--- config.mk ---
export PLATFORM = sky130hd
export DESIGN_NAME = lgw_route
export DESIGN_NICKNAME = d
export VERILOG_FILES = /design/src/rtl/lgw_pkg.sv /design/src/rtl/lgw_cfg_regs.sv /design/src/rtl/lgw_attr_sel.sv /design/src/rtl/lgw_video_gate.sv /design/src/rtl/lgw_route.sv
export SDC_FILE = /design/constraint.sdc
export NUM_CORES = 1
export LEC_CHECK = 0
export BUFFER_PORTS_ARGS = -buffer_cell sky130_fd_sc_hd__buf_4
export CELL_PAD_IN_SITES_DETAIL_PLACEMENT = 1
export CELL_PAD_IN_SITES_GLOBAL_PLACEMENT = 2
export CORE_ASPECT_RATIO = 1.2
export CORE_MARGIN = 5
export CORE_UTILIZATION = 29
export CTS_CLUSTER_SIZE = 12
export DETAILED_ROUTE_END_ITERATION = 7
export GPL_TIMING_DRIVEN = 0
export MAX_ROUTING_LAYER = met4
export PLACE_DENSITY = 0.74
export SKIP_CTS_REPAIR_TIMING = 1
export SLEW_MARGIN = 20
export SYNTH_ARGS = -nofsm -noshare
export SYNTH_HDL_FRONTEND = slang
export SYNTH_SLANG_ARGS = --single-unit
--- constraint.sdc ---
create_clock -name clk -period 2.2 [get_ports clk]
set_input_delay 0.33 -clock clk [delete_from_list [all_inputs] [get_ports clk]]
set_output_delay 0.33 -clock clk [all_outputs]
set_load 0.01 [all_outputs]
--- src/rtl/lgw_pkg.sv ---
package lgw_pkg;

  typedef enum logic [1:0] {
    RT_MEM_RW = 2'd0,
    RT_MEM_RO = 2'd1,
    RT_IO_BUS = 2'd2
  } route_e;

  // Two-bit region attribute to route: 3 -> RW, 1 -> RO, 0/2 -> bus.
  function automatic route_e attr_to_route(input logic [1:0] attr);
    route_e r;
    case (attr)
      2'd3:    r = RT_MEM_RW;
      2'd1:    r = RT_MEM_RO;
      default: r = RT_IO_BUS;
    endcase
    return r;
  endfunction

endpackage

--- src/rtl/lgw_cfg_regs.sv ---
module lgw_cfg_regs #(
  parameter int          CFG_AW     = 8,
  parameter int          DW         = 8,
  parameter int          ATTR_BYTES = 7,
  parameter logic [7:0]  ATTR_BASE  = 8'h59,
  parameter logic [7:0]  SMC_OFF    = 8'h72,
  parameter logic [7:0]  SMC_RST    = 8'h02
) (
  input  logic                             clk,
  input  logic                             rst,
  input  logic                             cfg_we,
  input  logic [CFG_AW-1:0]                cfg_addr,
  input  logic [DW-1:0]                    cfg_wdata,
  output logic [ATTR_BYTES-1:0][DW-1:0]    attr_bytes,
  output logic [DW-1:0]                    smc_q
);

  localparam logic [CFG_AW-1:0] BASE_A = CFG_AW'(ATTR_BASE);
  localparam logic [CFG_AW-1:0] SMC_A  = CFG_AW'(SMC_OFF);

  for (genvar b = 0; b < ATTR_BYTES; b++) begin : g_attr
    localparam logic [CFG_AW-1:0] MY_A = BASE_A + CFG_AW'(b);
    always_ff @(posedge clk) begin
      if (rst) begin
        attr_bytes[b] <= '0;
      end else if (cfg_we && cfg_addr == MY_A) begin
        attr_bytes[b] <= cfg_wdata;
      end
    end
  end

  always_ff @(posedge clk) begin
    if (rst) begin
      smc_q <= DW'(SMC_RST);
    end else if (cfg_we && cfg_addr == SMC_A) begin
      smc_q <= cfg_wdata;
    end
  end

endmodule

--- src/rtl/lgw_attr_sel.sv ---
module lgw_attr_sel #(
  parameter int ADDR_W     = 20,
  parameter int DW         = 8,
  parameter int ATTR_BYTES = 7,
  parameter int SEG_COUNT  = 12,
  parameter int SEG_LOG2   = 14,
  parameter int TOP_NIB    = 1
) (
  input  logic [ADDR_W-1:0]              addr,
  input  logic [ATTR_BYTES-1:0][DW-1:0]  attr_bytes,
  output logic                           in_shadow,
  output logic [1:0]                     attr
);

  localparam int SEG_W    = 4;
  localparam int NIB_W    = 4;
  localparam int BLK_LOG2 = SEG_LOG2 + 2;

  logic [SEG_COUNT-1:0][1:0] seg_attr;
  logic [SEG_W-1:0]          seg_idx;
  logic                      in_top;

  for (genvar i = 0; i < SEG_COUNT; i++) begin : g_seg
    assign seg_attr[i] = attr_bytes[1 + i/2][(i%2)*NIB_W +: 2];
  end

  // Shadow window is the upper quarter of the address space.
  assign in_shadow = (addr[ADDR_W-1 -: 2] == 2'b11);
  assign in_top    = (addr[BLK_LOG2 +: 2] == 2'b11);
  assign seg_idx   = addr[SEG_LOG2 +: SEG_W];

  always_comb begin
    if (in_top) begin
      attr = attr_bytes[0][TOP_NIB*NIB_W +: 2];
    end else if (int'(seg_idx) < SEG_COUNT) begin
      attr = seg_attr[seg_idx];
    end else begin
      attr = 2'd0;
    end
  end

endmodule

--- src/rtl/lgw_video_gate.sv ---
module lgw_video_gate #(
  parameter int ADDR_W   = 20,
  parameter int DW       = 8,
  parameter int OPEN_BIT = 6,
  parameter int EN_BIT   = 3
) (
  input  logic [ADDR_W-1:0] addr,
  input  logic [DW-1:0]     smc,
  input  logic              smm,
  output logic              in_video,
  output logic              to_mem
);

  // 0xA0000-0xBFFFF: top three address bits equal 3'b101.
  assign in_video = (addr[ADDR_W-1 -: 3] == 3'b101);
  assign to_mem   = smc[OPEN_BIT] | (smm & smc[EN_BIT]);

endmodule

--- src/rtl/lgw_route.sv ---
module lgw_route #(
  parameter int ADDR_W     = 20,
  parameter int CFG_AW     = 8,
  parameter int DW         = 8,
  parameter int ATTR_BYTES = 7,
  parameter int SEG_COUNT  = 12,
  parameter int SEG_LOG2   = 14
) (
  input  logic              clk,
  input  logic              rst,
  input  logic              cfg_we,
  input  logic [CFG_AW-1:0] cfg_addr,
  input  logic [DW-1:0]     cfg_wdata,
  input  logic              smm_active,
  input  logic              acc_valid,
  input  logic [ADDR_W-1:0] acc_addr,
  input  logic              acc_write,
  output logic              dec_valid,
  output logic [1:0]        dec_route,
  output logic              dec_wr_block
);
  import lgw_pkg::*;

  logic [ATTR_BYTES-1:0][DW-1:0] attr_bytes;
  logic [DW-1:0]                 smc_q;
  logic                          in_shadow, in_video, vid_mem;
  logic [1:0]                    attr;
  route_e                        nxt_route;

  lgw_cfg_regs #(
    .CFG_AW(CFG_AW), .DW(DW), .ATTR_BYTES(ATTR_BYTES)
  ) u_regs (
    .clk(clk), .rst(rst), .cfg_we(cfg_we), .cfg_addr(cfg_addr),
    .cfg_wdata(cfg_wdata), .attr_bytes(attr_bytes), .smc_q(smc_q)
  );

  lgw_attr_sel #(
    .ADDR_W(ADDR_W), .DW(DW), .ATTR_BYTES(ATTR_BYTES),
    .SEG_COUNT(SEG_COUNT), .SEG_LOG2(SEG_LOG2)
  ) u_sel (
    .addr(acc_addr), .attr_bytes(attr_bytes),
    .in_shadow(in_shadow), .attr(attr)
  );

  lgw_video_gate #(
    .ADDR_W(ADDR_W), .DW(DW)
  ) u_vid (
    .addr(acc_addr), .smc(smc_q), .smm(smm_active),
    .in_video(in_video), .to_mem(vid_mem)
  );

  always_comb begin
    if (in_shadow) begin
      nxt_route = attr_to_route(attr);
    end else if (in_video) begin
      nxt_route = vid_mem ? RT_MEM_RW : RT_IO_BUS;
    end else begin
      nxt_route = RT_MEM_RW;
    end
  end

  always_ff @(posedge clk) begin
    if (rst) begin
      dec_valid    <= 1'b0;
      dec_route    <= RT_IO_BUS;
      dec_wr_block <= 1'b0;
    end else begin
      dec_valid <= acc_valid;
      if (acc_valid) begin
        dec_route    <= nxt_route;
        dec_wr_block <= acc_write && (nxt_route == RT_MEM_RO);
      end
    end
  end

endmodule

### After elaboration in Yosys (flattened, before gate mapping)

Index checks and enable logic that the tools add are counted.

* bits in registers: 53
* input port bits: 42
* word-level logic and storage cells: 46

* $lt $le $gt $ge: 2
* equality and inequality tests: 14
* muxes and demuxes: 8
* bitwise operators: 2
* reductions and logical operators: 9

Operators by type and width (count)
* 8-bit by 7-bit == test with 1-bit output, second input constant: 8
* 2-bit two-way mux: 6
* 1-bit logical AND: 9
* 2-bit binary-select mux with 4-bit select: 1
* 2-bit == test, second input constant: 3
* 4-bit by 5-bit less-than comparator with 1-bit output, second input constant: 1
* 2-bit by 1-bit == test with 1-bit output, second input constant: 2
* 4-bit less-than comparator, second input constant: 1
* 2-bit one-hot mux with 2 select lines: 1
* 3-bit == test, second input constant: 1
* 1-bit bitwise AND: 1
* 1-bit bitwise OR: 1

### Depth between registers and ports, before layout

* depth in word-level cells: 9
* mapped depth: 6

### By module

From an unflattened synthesis, not the netlist that was laid out.

* cells, all modules: 273
* area total of the unflattened synthesis: 3019.1 um2

Modules (own cells, without submodules)
* lgw_cfg_regs: instances 1, cells each 239, area each 2618.8 um2
* lgw_attr_sel: instances 1, cells each 16, area each 226.5 um2
* lgw_route: instances 1, cells each 16, area each 157.7 um2
* lgw_video_gate: instances 1, cells each 2, area each 16.3 um2

### Least setup slack after synthesis

OpenSTA, ideal clock, no wires.

* path kind: input-to-reg
* start point: in acc_addr[15]
* end point: reg dec_wr_block
* library setup time: 0.059 ns
* data arrival time: 1.740 ns
* data required time: 2.141 ns
* path slack: 0.402 ns
* stages: 5
* path buffers: 1
* path through: buf_6 mux4_1 mux4_2 a211oi_2 a22o_1

* cells in the longest elaborated chain, start to end: 9

RTL lines
* start, declared: line lgw_route.sv:16 `input logic [ADDR_W-1:0] acc_addr,`
* 2-bit binary-select mux with 4-bit select: line lgw_attr_sel.sv:36 `attr = seg_attr[seg_idx];`
* 2-bit two-way mux (implied by the code): line lgw_attr_sel.sv:36
* 2-bit two-way mux *: line lgw_attr_sel.sv:35 `end else if (int'(seg_idx) < SEG_COUNT) begin`
* 2-bit two-way mux *: line lgw_attr_sel.sv:33 `if (in_top) begin`
* 2-bit by 1-bit == test with 1-bit output or 2-bit == test (tied branches): line lgw_pkg.sv:12 `case (attr)`
* 2-bit one-hot mux with 2 select lines *: line lgw_pkg.sv:12
* 2-bit two-way mux *: line lgw_route.sv:53 `if (in_shadow) begin`
* 2-bit by 1-bit == test with 1-bit output *: line lgw_route.sv:71 `dec_wr_block <= acc_write && (nxt_route == RT_MEM_RO);`
* 1-bit logical AND *: line lgw_route.sv:71
* end signal, assigned: line lgw_route.sv:71
* end, declared: line lgw_route.sv:20 `output logic dec_wr_block`

Mark *: on every way between the ends. The rest lies on a longest branch, timed or not. The select of a mux whose other input is x is not followed.
A chain may end at the register's enable or synchronous reset.

### Worst setup path after layout

* start point: in cfg_addr[7]
* end point: reg u_regs.attr_bytes[40] (netlist name)

* cells in the longest elaborated chain, start to end: 2

RTL lines
* start, declared: line lgw_route.sv:12 `input logic [CFG_AW-1:0] cfg_addr,`
* 8-bit by 7-bit == test with 1-bit output: line lgw_cfg_regs.sv:26 `end else if (cfg_we && cfg_addr == MY_A) begin`
* 1-bit logical AND: line lgw_cfg_regs.sv:26
* end signal, assigned by index: line lgw_cfg_regs.sv:27 `attr_bytes[b] <= cfg_wdata;`
* end, declared: line lgw_cfg_regs.sv:14 `output logic [ATTR_BYTES-1:0][DW-1:0] attr_bytes,`

Every way passes these cells.

==> out/metrics.csv <==
stage,metric,value,unit
status,status,"finished, final reports clean",
synthesis,Syn Nets,199,
placed_design,PortBufs,27,
worst_hold_path,min-delay src,acc_write,
critical_path,CP Data Required Time,2.33,ns
die,initial core utilization,29.85,%
route,DRC,0,
critical_path,FF-to-FF End,dec_wr_block,
sta,Setup Viol. Count Final,0,
pwr,P_leak,0.7625,nW
clock_tree,htree depth,2,
critical_path,Crit. End Element,flip-flop,
route,DRT Wirelength,4167,µm
route,via count,1291,
sta,Slew Limit Fails,0,
final_layout,Finished Layout Cells,252,
clock_tree,Num CTS Buffers,5,
global_route,initial antenna violation count,0,
synthesis,asr flop ratio synth,0,%
synthesis,Synth Area per Inst,9.324,µm²
route,via/cell ratio,5.123,
final_layout,number of diodes,0,
global_route,global-route wire length before repair,6789,µm
final_layout,design area,1832,µm²
final_layout,fin nets,233,
die,chip height,87.83,µm
pwr,pwr/cell area,622.8,nW/µm²
critical_path,CP Data Arrival Time,2.03,ns
synthesis,Mapped Area,1464,µm²
placed_design,routability cong.,0.7650,
sta,RSZ-0062 raised after global routing,false,
die,Top Ports,46,
sta,final hold vios,0,
die,Rows,28,
critical_path,R2R depth,4,
route,DR WL/cell,16.54,µm
synthesis,synthesized flop and latch total,32,
global_route,total global-route track usage,14.13,%
synthesis,post-synthesis sequential area ratio,43.76,%
synthesis,leading area contributor after synthesis,dfxtp_1,
synthesis,Post-Synthesis Cells,157,
critical_path,Critical Path Source,cfg_addr[7],
synthesis,Synth top cells by count,"dfxtp_1, nand2_1, mux2i_1, nor2_1, nand3_1",
synthesis,post-synthesis cell type count,27,
die,Die Wd,74.86,µm
route,DR iter-0 viols,56,
critical_path,crit path to,u_regs.attr_bytes[40],
sta,Slew Limit Headroom,47.72,%
global_route,largest net degree at the start of global routing,11,
route,TritonRoute pass-1 iters,4,
final_layout,share of post-route cells with drive strength above 1,20.31,%
synthesis,Post-synth EDFFs,0,
sta,clock skew,0.003422,ns
synthesis,cell with the most instances after synthesis,dfxtp_1,
sta,Tcrit/Tclk final,86.06,%
die,Core ar.,4905,µm²
clock_tree,CTS sink count,32,
die,Die ar.,6575,µm²
final_layout,P&R area growth vs syn,25.13,%
sta,Tmin final,1.893,ns
critical_path,crit path kind,input port to flip-flop,
synthesis,"top cells by area, synth","dfxtp_1, mux2i_1, mux4_1",
placed_design,DP Cell Count,244,
placed_design,Post-DP HPWL,3244,µm
critical_path,CP Max Fanout,10,
route,ANT nets after route,0,
synthesis,Yosys top cell area share,43.76,%
clock_tree,root buf cell,clkbuf_8,
pwr,Tot Pwr,1.141,mW
clock_tree,clk_lat worst skew,0.27,ns
job,max cap viols,0,
pwr,Max VDD drop,289.0,µV
synthesis,Ys Warns,0,
global_route,total gr overflow,0,
clock_tree,CTS Buffer Depth,2,
synthesis,most common flop cell mapped by yosys,dfxtp_1,
critical_path,FF-to-FF Start,u_regs.attr_bytes[49],
placed_design,Post-DP Area,1742,µm²
sta,slew at the pin closest to its max-slew limit,0.7822,ns
clock_tree,CTS tree,yes,
sta,Min Hold Slack,0.2714,ns
sta,Max Clock Freq,528.2,MHz
global_route,vias in the first global route,1385,
clock_tree,clock-pin slew on the worst setup and hold paths,0.06,ns
worst_hold_path,min-delay worst type,input port to flip-flop,
critical_path,worst reg2reg setup slack,0.46,ns
critical_path,CP Launch Type,input port,
## state kept, by name, indices dropped and copies added, names as in the netlist
name and cells:
dec_wr_block 1, dec_valid 1, dec_route 2, u_regs.attr_bytes 26
u_regs.smc_q 2
## where the power goes
group / internal [mW] / leakage [nW] / switching [mW] / total (mW)
Combinational: 0.0484 / 0.459 / 0.0558 / 0.104
Clock: 0.255 / 0.0455 / 0.197 / 0.452
Sequential: 0.583 / 0.258 / 0.00160 / 0.585
## layer usage
layer / up-vias / share of wire, % / global-route usage (%) / routed length, µm
li1: 635 / - / - / -
met1: 627 / 42 / 15.52 / 1758
met2: 24 / 53 / 25.83 / 2206
met3: 5 / 4.1 / 2.870 / 169
met4: 0 / 0.77 / 2.913 / 32
met5: - / 0 / - / 0
## worst min path at each step
stage / endpoint / depth (start not counted)
2_1_floorplan: dec_valid / 1
3_3_place_gp: u_regs.attr_bytes[9] / 2
3_5_place_dp: u_regs.attr_bytes[33] / 2
4_1_cts: dec_valid / 2
5_1_grt: dec_valid / 2
6_report: dec_wr_block / 2
## stage by stage
step	worst slack (ns)	setup TNS, ns	utilization [%]
3_5_place_dp	-0.01444	-0.03379	35.51
6_report	0.3067	0	37.35
3_3_place_gp	-0.01604	-0.04056	35.51
4_1_cts	0.2710	0	37.35
5_1_grt	0.1519	0	37.35
2_1_floorplan	0.4016	0	-
## placed cells by master, fill, tap and decap left out
master    synthesis  layout
a211oi_2          1       1
a21o_2            1       1
a21oi_1          14      14
a22o_1            1       1
a31oi_1           1       1
buf_4             0      27
buf_6             1       1
clkbuf_1          5       7
clkbuf_8          0       6
dfxtp_1          32      32
mux2i_1          18      18
mux4_1            4       4
mux4_2            1       1
nand2_1          26      26
nand2b_1          1       1
nand3_1          16      16
nand3b_1          1       1
nand4_1           3       3
nor2_1           18      18
nor2b_1           1       1
nor3_1            2       2
nor3b_1           2       2
nor4_1            1       1
nor4b_2           1       1
nor4bb_1          2       2
o22ai_1           1       1
o32ai_1           1       1
or2_2             1       1
or2b_1            1       1
## critical path, cell delays in order
cell,delay (ns)
buf_4,0.10
nand3b_1,0.20
nor4bb_1,0.52
clkbuf_1,0.45
nand2_1,0.21
nand2_1,0.14
a21oi_1,0.07
## cell type report
cell class              count  area (µm²)
flip-flops and latches     32       640.6
clock buffers               8       90.09
fillers                   580        3073
multi-input cells         119       793.3
plain buffers               6       30.03
well taps                  60       75.07
repair buffers             27       202.7
## kinds of logic after synthesis
group / Yosys count / synth area share, %
AO/OA/AOI/OAI: 20 / 8.292
flip-flops: 32 / 43.76
buffers and inverters: 6 / 2.051
AND/OR/NAND/NOR: 76 / 24.87
multiplexers: 23 / 21.03
Power figures use the tool's default switching activity.
